$ cat config.mk
export PLATFORM = sky130hd
export DESIGN_NAME = lutram_cell
export DESIGN_NICKNAME = d
export VERILOG_FILES = /design/src/rtl/lutram_pkg.sv /design/src/rtl/lut16_ram.sv /design/src/rtl/lutram_route.sv /design/src/rtl/lutram_oreg.sv /design/src/rtl/lutram_cell.sv
export SDC_FILE = /design/constraint.sdc
export NUM_CORES = 1
export LEC_CHECK = 0
export BUFFER_PORTS_ARGS = -buffer_cell sky130_fd_sc_hd__clkbuf_2
export CAP_MARGIN = 5
export CORE_MARGIN = 1.5
export CORE_UTILIZATION = 57
export CTS_CLUSTER_SIZE = 24
export DETAILED_ROUTE_END_ITERATION = 10
export PLACE_DENSITY = 0.76
export SLEW_MARGIN = 20
export SYNTH_ARGS = -nofsm -noshare
export SYNTH_HDL_FRONTEND = slang
export SYNTH_SLANG_ARGS = --single-unit
$ cat constraint.sdc
create_clock -name clk -period 2.2 [get_ports clk]
set_clock_uncertainty 0.1 [all_clocks]
set_input_delay 0 -clock clk [delete_from_list [all_inputs] [get_ports clk]]
set_output_delay 0 -clock clk [all_outputs]
set_load 0.03 [all_outputs]
$ cat src/rtl/lutram_pkg.sv
package lutram_pkg;

    localparam int HALF_AW = 4;

    typedef enum logic {
        MODE_TWO_COL = 1'b0,
        MODE_ONE_COL = 1'b1
    } ram_mode_e;

    typedef struct packed {
        logic we;
        logic data;
    } half_wr_t;

    // Combine the two half read bits into the cell's output pair
    function automatic logic [1:0] merge_read(input logic one_col, input logic hi_sel,
                                              input logic f_bit, input logic g_bit);
        logic [1:0] r;
        if (one_col) r = {1'b0, (hi_sel ? g_bit : f_bit)};
        else         r = {g_bit, f_bit};
        return r;
    endfunction

endpackage

$ cat src/rtl/lut16_ram.sv
module lut16_ram
    import lutram_pkg::*;
#(
    parameter int AW           = HALF_AW,
    parameter bit WCLK_FALLING = 1'b0
) (
    input  logic          clk,
    input  logic          rst,
    input  half_wr_t      wr,
    input  logic [AW-1:0] addr,
    output logic          rdata
);
    localparam int DEPTH = 1 << AW;

    logic mem [DEPTH];

    generate
        if (WCLK_FALLING) begin : g_fall
            always_ff @(negedge clk) begin
                if (wr.we) mem[addr] <= wr.data;
            end
        end else begin : g_rise
            always_ff @(posedge clk) begin
                if (wr.we) mem[addr] <= wr.data;
            end
        end
    endgenerate

    assign rdata = mem[addr];

    // Active write edge as a rising edge, used by the checks below
    logic wclk;
    assign wclk = clk ^ WCLK_FALLING;

    // an idle write edge leaves the addressed word unchanged
    a_r5_idle_keeps: assert property (@(posedge wclk) disable iff (rst)
        !wr.we |=> (addr != $past(addr)) || $stable(rdata));

    // after a write edge the same address reads the new bit
    a_r7_write_lands: assert property (@(posedge wclk) disable iff (rst)
        wr.we |=> (addr != $past(addr)) || (rdata == $past(wr.data)));

endmodule

$ cat src/rtl/lutram_route.sv
module lutram_route
    import lutram_pkg::*;
#(
    parameter int AW = HALF_AW
) (
    input  logic          mode,
    input  logic [AW-1:0] addr_f,
    input  logic [AW-1:0] addr_g,
    input  logic          din0,
    input  logic          din1,
    input  logic          wr_en,
    input  logic          rd_f,
    input  logic          rd_g,
    output half_wr_t      wr_f,
    output half_wr_t      wr_g,
    output logic [AW-1:0] a_f,
    output logic [AW-1:0] a_g,
    output logic [1:0]    rd_comb
);
    logic one_col;
    assign one_col = (ram_mode_e'(mode) == MODE_ONE_COL);

    // In one-column mode both halves share the low address; din1 picks the half
    assign a_f = addr_f;
    assign a_g = one_col ? addr_f : addr_g;

    assign wr_f.we   = wr_en & ~(one_col & din1);
    assign wr_f.data = din0;
    assign wr_g.we   = wr_en & (~one_col | din1);
    assign wr_g.data = one_col ? din0 : din1;

    assign rd_comb = merge_read(one_col, din1, rd_f, rd_g);

endmodule

$ cat src/rtl/lutram_oreg.sv
module lutram_oreg #(
    parameter int W            = 2,
    parameter bit WCLK_FALLING = 1'b0
) (
    input  logic         clk,
    input  logic         rst,
    input  logic         late,
    input  logic [W-1:0] d,
    output logic [W-1:0] q
);
    logic [W-1:0] q_wedge;
    logic [W-1:0] q_oedge;

    generate
        if (WCLK_FALLING) begin : g_fall
            always_ff @(negedge clk) q_wedge <= rst ? '0 : d;
            always_ff @(posedge clk) q_oedge <= rst ? '0 : d;
        end else begin : g_rise
            always_ff @(posedge clk) q_wedge <= rst ? '0 : d;
            always_ff @(negedge clk) q_oedge <= rst ? '0 : d;
        end
    endgenerate

    assign q = late ? q_oedge : q_wedge;

    logic wclk;
    assign wclk = clk ^ WCLK_FALLING;

    // on the write edge the output takes the pre-edge read value
    a_r8_same_edge: assert property (@(posedge wclk) disable iff (rst)
        !late |=> q == $past(d));

    // on the opposite edge the output takes the read value of that edge
    a_r9_opposite_edge: assert property (@(negedge wclk) disable iff (rst)
        late |=> q == $past(d));

endmodule

$ cat src/rtl/lutram_cell.sv
module lutram_cell
    import lutram_pkg::*;
#(
    parameter int AW           = HALF_AW,
    parameter bit WCLK_FALLING = 1'b0
) (
    input  logic          clk,
    input  logic          rst,
    input  logic          cfg_mode,
    input  logic          cfg_reg_late,
    input  logic [AW-1:0] addr_f,
    input  logic [AW-1:0] addr_g,
    input  logic          din0,
    input  logic          din1,
    input  logic          wr_en,
    output logic [1:0]    rd_comb,
    output logic [1:0]    rd_reg
);
    localparam int OUT_W = 2;

    half_wr_t      wr_f, wr_g;
    logic [AW-1:0] a_f, a_g;
    logic          rd_f, rd_g;

    lutram_route #(.AW(AW)) u_route (
        .mode    (cfg_mode),
        .addr_f  (addr_f),
        .addr_g  (addr_g),
        .din0    (din0),
        .din1    (din1),
        .wr_en   (wr_en),
        .rd_f    (rd_f),
        .rd_g    (rd_g),
        .wr_f    (wr_f),
        .wr_g    (wr_g),
        .a_f     (a_f),
        .a_g     (a_g),
        .rd_comb (rd_comb)
    );

    lut16_ram #(.AW(AW), .WCLK_FALLING(WCLK_FALLING)) u_half_f (
        .clk   (clk),
        .rst   (rst),
        .wr    (wr_f),
        .addr  (a_f),
        .rdata (rd_f)
    );

    lut16_ram #(.AW(AW), .WCLK_FALLING(WCLK_FALLING)) u_half_g (
        .clk   (clk),
        .rst   (rst),
        .wr    (wr_g),
        .addr  (a_g),
        .rdata (rd_g)
    );

    lutram_oreg #(.W(OUT_W), .WCLK_FALLING(WCLK_FALLING)) u_oreg (
        .clk  (clk),
        .rst  (rst),
        .late (cfg_reg_late),
        .d    (rd_comb),
        .q    (rd_reg)
    );

    // Configuration is static outside reset (assumed by R3/R4/R8/R9)
    a_r4_cfg_static: assert property (@(posedge clk) disable iff (rst)
        $stable(cfg_mode) && $stable(cfg_reg_late));

    // one-column mode never drives the upper output bit
    a_r4_upper_idle: assert property (@(posedge clk) disable iff (rst)
        cfg_mode |-> rd_comb[1] == 1'b0);

endmodule

==> After elaboration in Yosys (flattened, before gate mapping) <==
Memories as Yosys holds them, arrays and structs flattened.
Cells that the tools add are included.
{ "totals": {"regBits": 4, "ramBits": 32, "out_inout_bits": 4, "memories": 2} }
{ "op_classes": {"muxes": 10, "bitwise": 6} }
{ "mem_list": {"columns": ["memory", "depth", "word_bits", "read_ports", "rd_ports_with_merged_regs", "write_ports", "line", "source"], "rows": [
  ["u_half_f.mem", 16, 1, 1, 0, 1, "lut16_ram.sv:15", "logic mem [DEPTH];"],
  ["u_half_g.mem", 16, 1, 1, 0, 1, "lut16_ram.sv:15", null]
]} }
{ "ops": {"columns": ["operator", "n"], "rows": [
  ["1-bit 2-to-1 mux", 6],
  ["2-bit 2-to-1 mux", 3],
  ["4-bit 2-to-1 mux", 1],
  ["1-bit AND", 3],
  ["1-bit NOT", 2],
  ["1-bit bitwise OR", 1]
]} }

==> Longest topological paths before layout <==
Gate-level depths: netlist of run 1.
{ "depth": {"depth_word": 5, "ltp_mapped": 8, "depth_no_buf": 5} }

==> Modules after synthesis <==
A second synthesis of run 1 with hierarchy kept.
{ "hier_totals": {"cells_unflattened": 123, "hier_area_um2": 1761.7} }
{ "modules_own_cells": {"columns": ["module", "instances", "cells_per_inst", "area_each_um2", "seq_area_each_um2"], "rows": [
  ["lut16_ram", 2, 48, 743.2, 480.5],
  ["lutram_route", 1, 18, 156.4, 0.0],
  ["lutram_oreg", 1, 9, 118.9, 80.1]
]} }

==> results.cfg, run 1 <==
[status]
status = finished, violations left
violations = negative setup slack

[synth]
yosysTopAreaCell = edfxtp_1
ys_warn_count = 0
synthArstFlopShare_pct = 0
synth_area_leaders = edfxtp_1 51%, nor2_1 7.2%, mux4_2 6.0%
syn_nets = 172
synth_edf_count = 32
yosys.area.top_type_share_pct = 51.0
syn-cell-area_sq_um = 1890
syn_area_per_cell_sq_um = 12.0
synthCells = 157
synth-main-ff-cell = edfxtp_1
synth-seq-cells = 36
synth_cell_types = 39
ys_seq_area_share_pct = 55.2

[setup_path]
crit_chain = mux4_2 -> mux2_4 -> a21oi_4 -> o22ai_2
worst-path-max-fanout = 2
crit_arrival_ps = 1740
slowest_delay_ps = 470
cp_top_family = multiplexers
critPathBufInv = 0
start_kind = flop
worstReg2RegEnd = u_oreg.q_oedge[0]
worst-r2r-cell-count = 4
critical_path_class = flop to flop
critPathCaptureType = flop
r2r_slack_ps = -480
critical_path_required_ps = 1270
r2r-start = u_half_f.mem[7]
critPathSlowestCell = mux4_2

[floorplan]
die_y_um = 60.5
core_area_sq_um = 3100
io_pins = 19
rows = 20
die_area_sq_um = 3660
fp.dieW_um = 60.5
start_util_pct = 60.8

[clock_network]
cts_tree = done
clock_sinks = 36
insertion_delay_ps = 350
clockBufferDepth = 2
numCtsBuffers = 5
cts_htree_levels = 2
cts-root-buf = clkbuf_4
path_clk_slew_ps = 120

[placed_design]
dp_hpwl_um = 2960
port_buffers = 18
gp_congestion = 0.838
placed_area_sq_um = 2200

[final_layout]
final_cell_area_sq_um = 2390
layout_commonest_cell = nor2_1
n_antenna_cell = 0
areaGrowthSynthToFinish_pct = 26.7
num-nets-final = 222
drive_above_1_share_pct = 35.6
mostFrequentLayoutCells = 36 x nor2_1, 32 x edfxtp_1, 30 x buf_4, 15 x clkbuf_2, 6 x mux2i_1

[hold_path]
hold_depth = 3
hold_path.class = input pin to flop
hold_path.startpoint = cfg_mode
hold_end = u_oreg.q_wedge[1]

[route]
drc = 0
routedWlPerCell_um = 15.7
postRouteAntennaNets = 0
vias = 1423
wl_um = 3960
firstDrtPassIters = 4
drt_iter0_drc = 57
viasPerCell = 5.65

[timing]
drv_slew = 0
rsz0062_at_grt = yes
fin_ws_ps = -476
setup_tns_ps = -1060
hold_slack_ps = 53.3
max-slew-margin-rel_pct = 75.8
tightest_slew_ps = 362
setup_viol_count_final = 4
hold_viol_final = 0

[grt]
antenna_found_initial = 0
grt_first_pass_wirelength_um = 6380
grt_max_degree = 18
overflow = 0
grt_pass1_vias = 1472
grtUsageTotal_pct = 25.1

[power_and_ir_drop]
total_power_mw = 1.58
p_sw_share_pct = 23.9
seqPwrFrac_pct = 48.5
ir_worst_vdd_uv = 538
power_switching_mw = 0.379
p_comb_share_pct = 16.7
power_frac_clock_pct = 34.7
leakage_nw = 0.907
p_int_mw = 1.21
cellPowerDensity_nw_per_um2 = 663

[run]
maxCapViolCount = 0
[worst register-to-register path, stage by stage, from the launching register on]
cell      delay, ps
edfxtp_1        370
mux4_2          470
mux2_4          290
a21oi_4         160
o22ai_2         100
[layer usage]
layer,GRT usage [%],share of wire [%]
met2,44.7,55
met5,0,0
met1,26.1,39
met3,8.10,4.2
met4,14.0,2.6
[worst max path at each step]
stage / start / to / slack (ps) / cells past startpoint
6_report: u_half_f.mem[7] / u_oreg.q_oedge[0] / -480 / 4
5_1_grt: u_half_g.mem[3] / u_oreg.q_oedge[0] / -520 / 5
4_1_cts: u_half_f.mem[15] / u_oreg.q_oedge[0] / -470 / 4
3_5_place_dp: cfg_mode / u_oreg.q_oedge[0] / -590 / 7
3_3_place_gp: cfg_mode / u_oreg.q_oedge[0] / -530 / 7
2_1_floorplan: u_half_f.mem[7] / u_oreg.q_oedge[0] / -400 / 4
[power groups by stage]
stage | Clock [mW] | Combinational (mW) | Sequential [mW]
after floorplan | 0.00854 | 0.147 | 0.782
after global placement | 0.00854 | 0.232 | 0.783
after detailed placement | 0.00854 | 0.237 | 0.784
after CTS | 0.557 | 0.256 | 0.769
after global routing | 0.593 | 0.285 | 0.771
final | 0.550 | 0.265 | 0.769
[cells by family (layout without fill, tap and decap cells)]
group / count (synthesis) / count (layout) / synth area share, %
compound gates: 19 / 19 / 7.43
flops: 36 / 36 / 55.2
simple gates: 72 / 72 / 20.2
buf+inv: 13 / 64 / 3.72
mux: 17 / 17 / 13.5
[final cells by class]
cell class	count	area, sq um
inverter	3	11.3
clock buffer	6	62.6
sequential	36	1040
tap	44	55.1
timing repair buffer	51	365
clock inverter	4	46.3
fill	214	714
multi-input combinational	108	807
[flip-flops by register name, summed over array words and instances (netlist names)]
register        cells
u_oreg.q_wedge      2
u_half_f.mem       16
u_oreg.q_oedge      2
u_half_g.mem       16
[synthesized netlist by cell type (2+ instances only)]
library cell,count
nor2_1,36
edfxtp_1,32
mux2i_1,7
buf_2,5
mux4_2,5
nor3_1,5
nor3b_1,5
a21oi_1,4
dfxtp_1,4
inv_1,4
nand3b_1,4
nand4b_1,4
a211oi_1,3
mux2_2,3
nand2_1,3
nand2b_1,3
nand3_1,3
buf_6,2
clkbuf_1,2
o21ai_0,2
o22ai_1,2
or3b_2,2
[through the flow]
step                setup WS (ps)  util, %  cells
finish                       -476     77.0    252
CTS                          -474     76.7    251
floorplan                    -402        -    157
detailed placement           -590     71.0    239
global route                 -525     77.0    252
global placement             -534     71.0    239
[repair_timing]
action | CTS | global route
endpoints found under the hold margin | 18 | 0
gates cloned | 0 | 0
setup buffers | 0 | 1
hold buffers | 3 | 0
gates resized for setup | 8 | 3
endpoints found under the setup margin | 4 | 4
pin swaps | 0 | 3
Power figures use the tool's default switching activity.
==> inputs of run 2 (changes only) <==
- MAX_ROUTING_LAYER: unset -> met4
==> run 2 against run 1 <==
  * Highest routed layer unchanged
  * Sequential share of layout area is essentially flat
  * Largest power group unchanged
  * Clock power grew 6.2%
  * Count of clock-buffer cells in the layout shrank 1
  * Sequential power barely moved
  * Combinational power increased by 2%
  * First-iteration DRC count is 74% higher
  * Setup slack lost 39 ps
  * Non-clock buffer count is the same
  * The run still ends with negative setup slack left
  * Utilization hardly changed
  * Largest cell class unchanged
==> results.cfg, run 2 (synthesis gave the netlist of run 1 again) <==
[status]
status = finished, violations left
violations = negative setup slack

[hold_path]
hold_path.class = input pin to flop

[timing]
max-slew-margin-rel_pct = 78.2
tightest_slew_ps = 327
rsz0062_at_grt = yes
hold_slack_ps = 55.1
drv_slew = 0
hold_viol_final = 0
setup_viol_count_final = 4
fin_ws_ps = -515

[floorplan]
io_pins = 19
rows = 20
die_y_um = 60.5
start_util_pct = 60.8
die_area_sq_um = 3660
core_area_sq_um = 3100
fp.dieW_um = 60.5

[final_layout]
drive_above_1_share_pct = 35.6
num-nets-final = 222
mostFrequentLayoutCells = 36 x nor2_1, 32 x edfxtp_1, 30 x buf_4, 15 x clkbuf_2, 6 x mux2i_1
n_antenna_cell = 0
utilization_pct = 77.0
areaGrowthSynthToFinish_pct = 26.7
top_regs = u_half_f.mem (16), u_half_g.mem (16)
n_fill_cell = 212
multi_input_area_sq_um = 807
regArea_sq_um = 1040
layout_commonest_cell = nor2_1

[grt]
grtUsageTotal_pct = 26.3
grt_max_degree = 18
overflow = 0
grt_first_pass_wirelength_um = 6580
antenna_found_initial = 0
grt_pass1_vias = 1483

[route]
routedWlPerCell_um = 16.4
postRouteAntennaNets = 0
drc = 0
firstDrtPassIters = 4
wl_um = 4120
viasPerCell = 5.67
vias = 1430
drt_iter0_drc = 99

[clock_network]
path_clk_slew_ps = 120
clockBufferDepth = 2
clock_sinks = 36
cts_tree = done
cts-root-buf = clkbuf_4
numCtsBuffers = 5
insertion_delay_ps = 340
cts_htree_levels = 2

[setup_path]
critPathCaptureType = flop
crit_arrival_ps = 1770
critical_path_required_ps = 1260
worst-path-max-fanout = 2
start_kind = flop
critical_path_class = flop to flop

[power_and_ir_drop]
leakage_nw = 0.905
ir_worst_vdd_uv = 492
cellPowerDensity_nw_per_um2 = 679

[placed_design]
gp_congestion = 0.839
dp_hpwl_um = 3020
place_ws_ps = -559
port_buffers = 18

[run]
maxCapViolCount = 0
## run 2: cell types whose count changed in the layout (fill, tap and decap cells not counted), sizes merged
cell,change
clkinvlp,+1
clkbuf,-1
bufinv,+1
clkinv,-1
## run 2: worst max-delay path: stages (launching register included)
cell and delay (ps):
edfxtp_1 400, mux4_2 470, mux2_4 290, a21oi_4 160, o22ai_2 100
## run 2: final cells by class
type | count | share of cell area, %
well taps | 44 | 2.30
multi-input cells | 108 | 33.8
inverters | 3 | 0.471
flip-flops and latches | 36 | 43.6
clock buffers | 5 | 1.57
clock inverters | 5 | 3.04
repair buffers | 51 | 15.3
## run 2: worst paths after layout
| path | start | end | slack, ps | cells after the start |
|---|---|---|---|---|
| worst max register to register | u_half_f.mem[6] | u_oreg.q_oedge[0] | -510 | 4 |
| worst max-delay path | u_half_f.mem[6] | u_oreg.q_oedge[0] | -510 | 4 |
| worst min register to register | u_half_g.mem[5] | u_oreg.q_wedge[1] | 800 | 4 |
| worst min-delay path | cfg_mode | u_oreg.q_wedge[1] | 60 | 3 |
## run 2: where the power goes
part           switching [mW]  internal [mW]
Sequential            0.00574          0.764
Clock                   0.229          0.355
Combinational           0.141          0.128
## run 2: metal layers
metal  GRT usage (%)  share of wire, %  routed length (um)
met4            7.76               1.2                  48
met5               -                 0                   0
met1            27.9                38                1580
met2            48.0                56                2290
met3            6.82               5.0                 204
## run 2: per-stage QoR
step	cells	setup TNS, ps	power (mW)	cell area, sq um
2_1_floorplan	157	-724	0.937	1900
3_3_place_gp	239	-998	1.02	2200
3_5_place_dp	239	-1110	1.03	2200
4_1_cts	252	-1130	1.62	2390
5_1_grt	252	-1360	1.68	2390
6_report	252	-1130	1.62	2390
## run 2: repair_timing
| item | in CTS | in global routing |
|---|---|---|
| gates resized for setup | 8 | 3 |
| hold buffers | 3 | 0 |
| endpoints found under the setup margin | 4 | 5 |
| pin swaps | 4 | 1 |
| setup buffers | 1 | 0 |
| endpoints found under the hold margin | 18 | 0 |
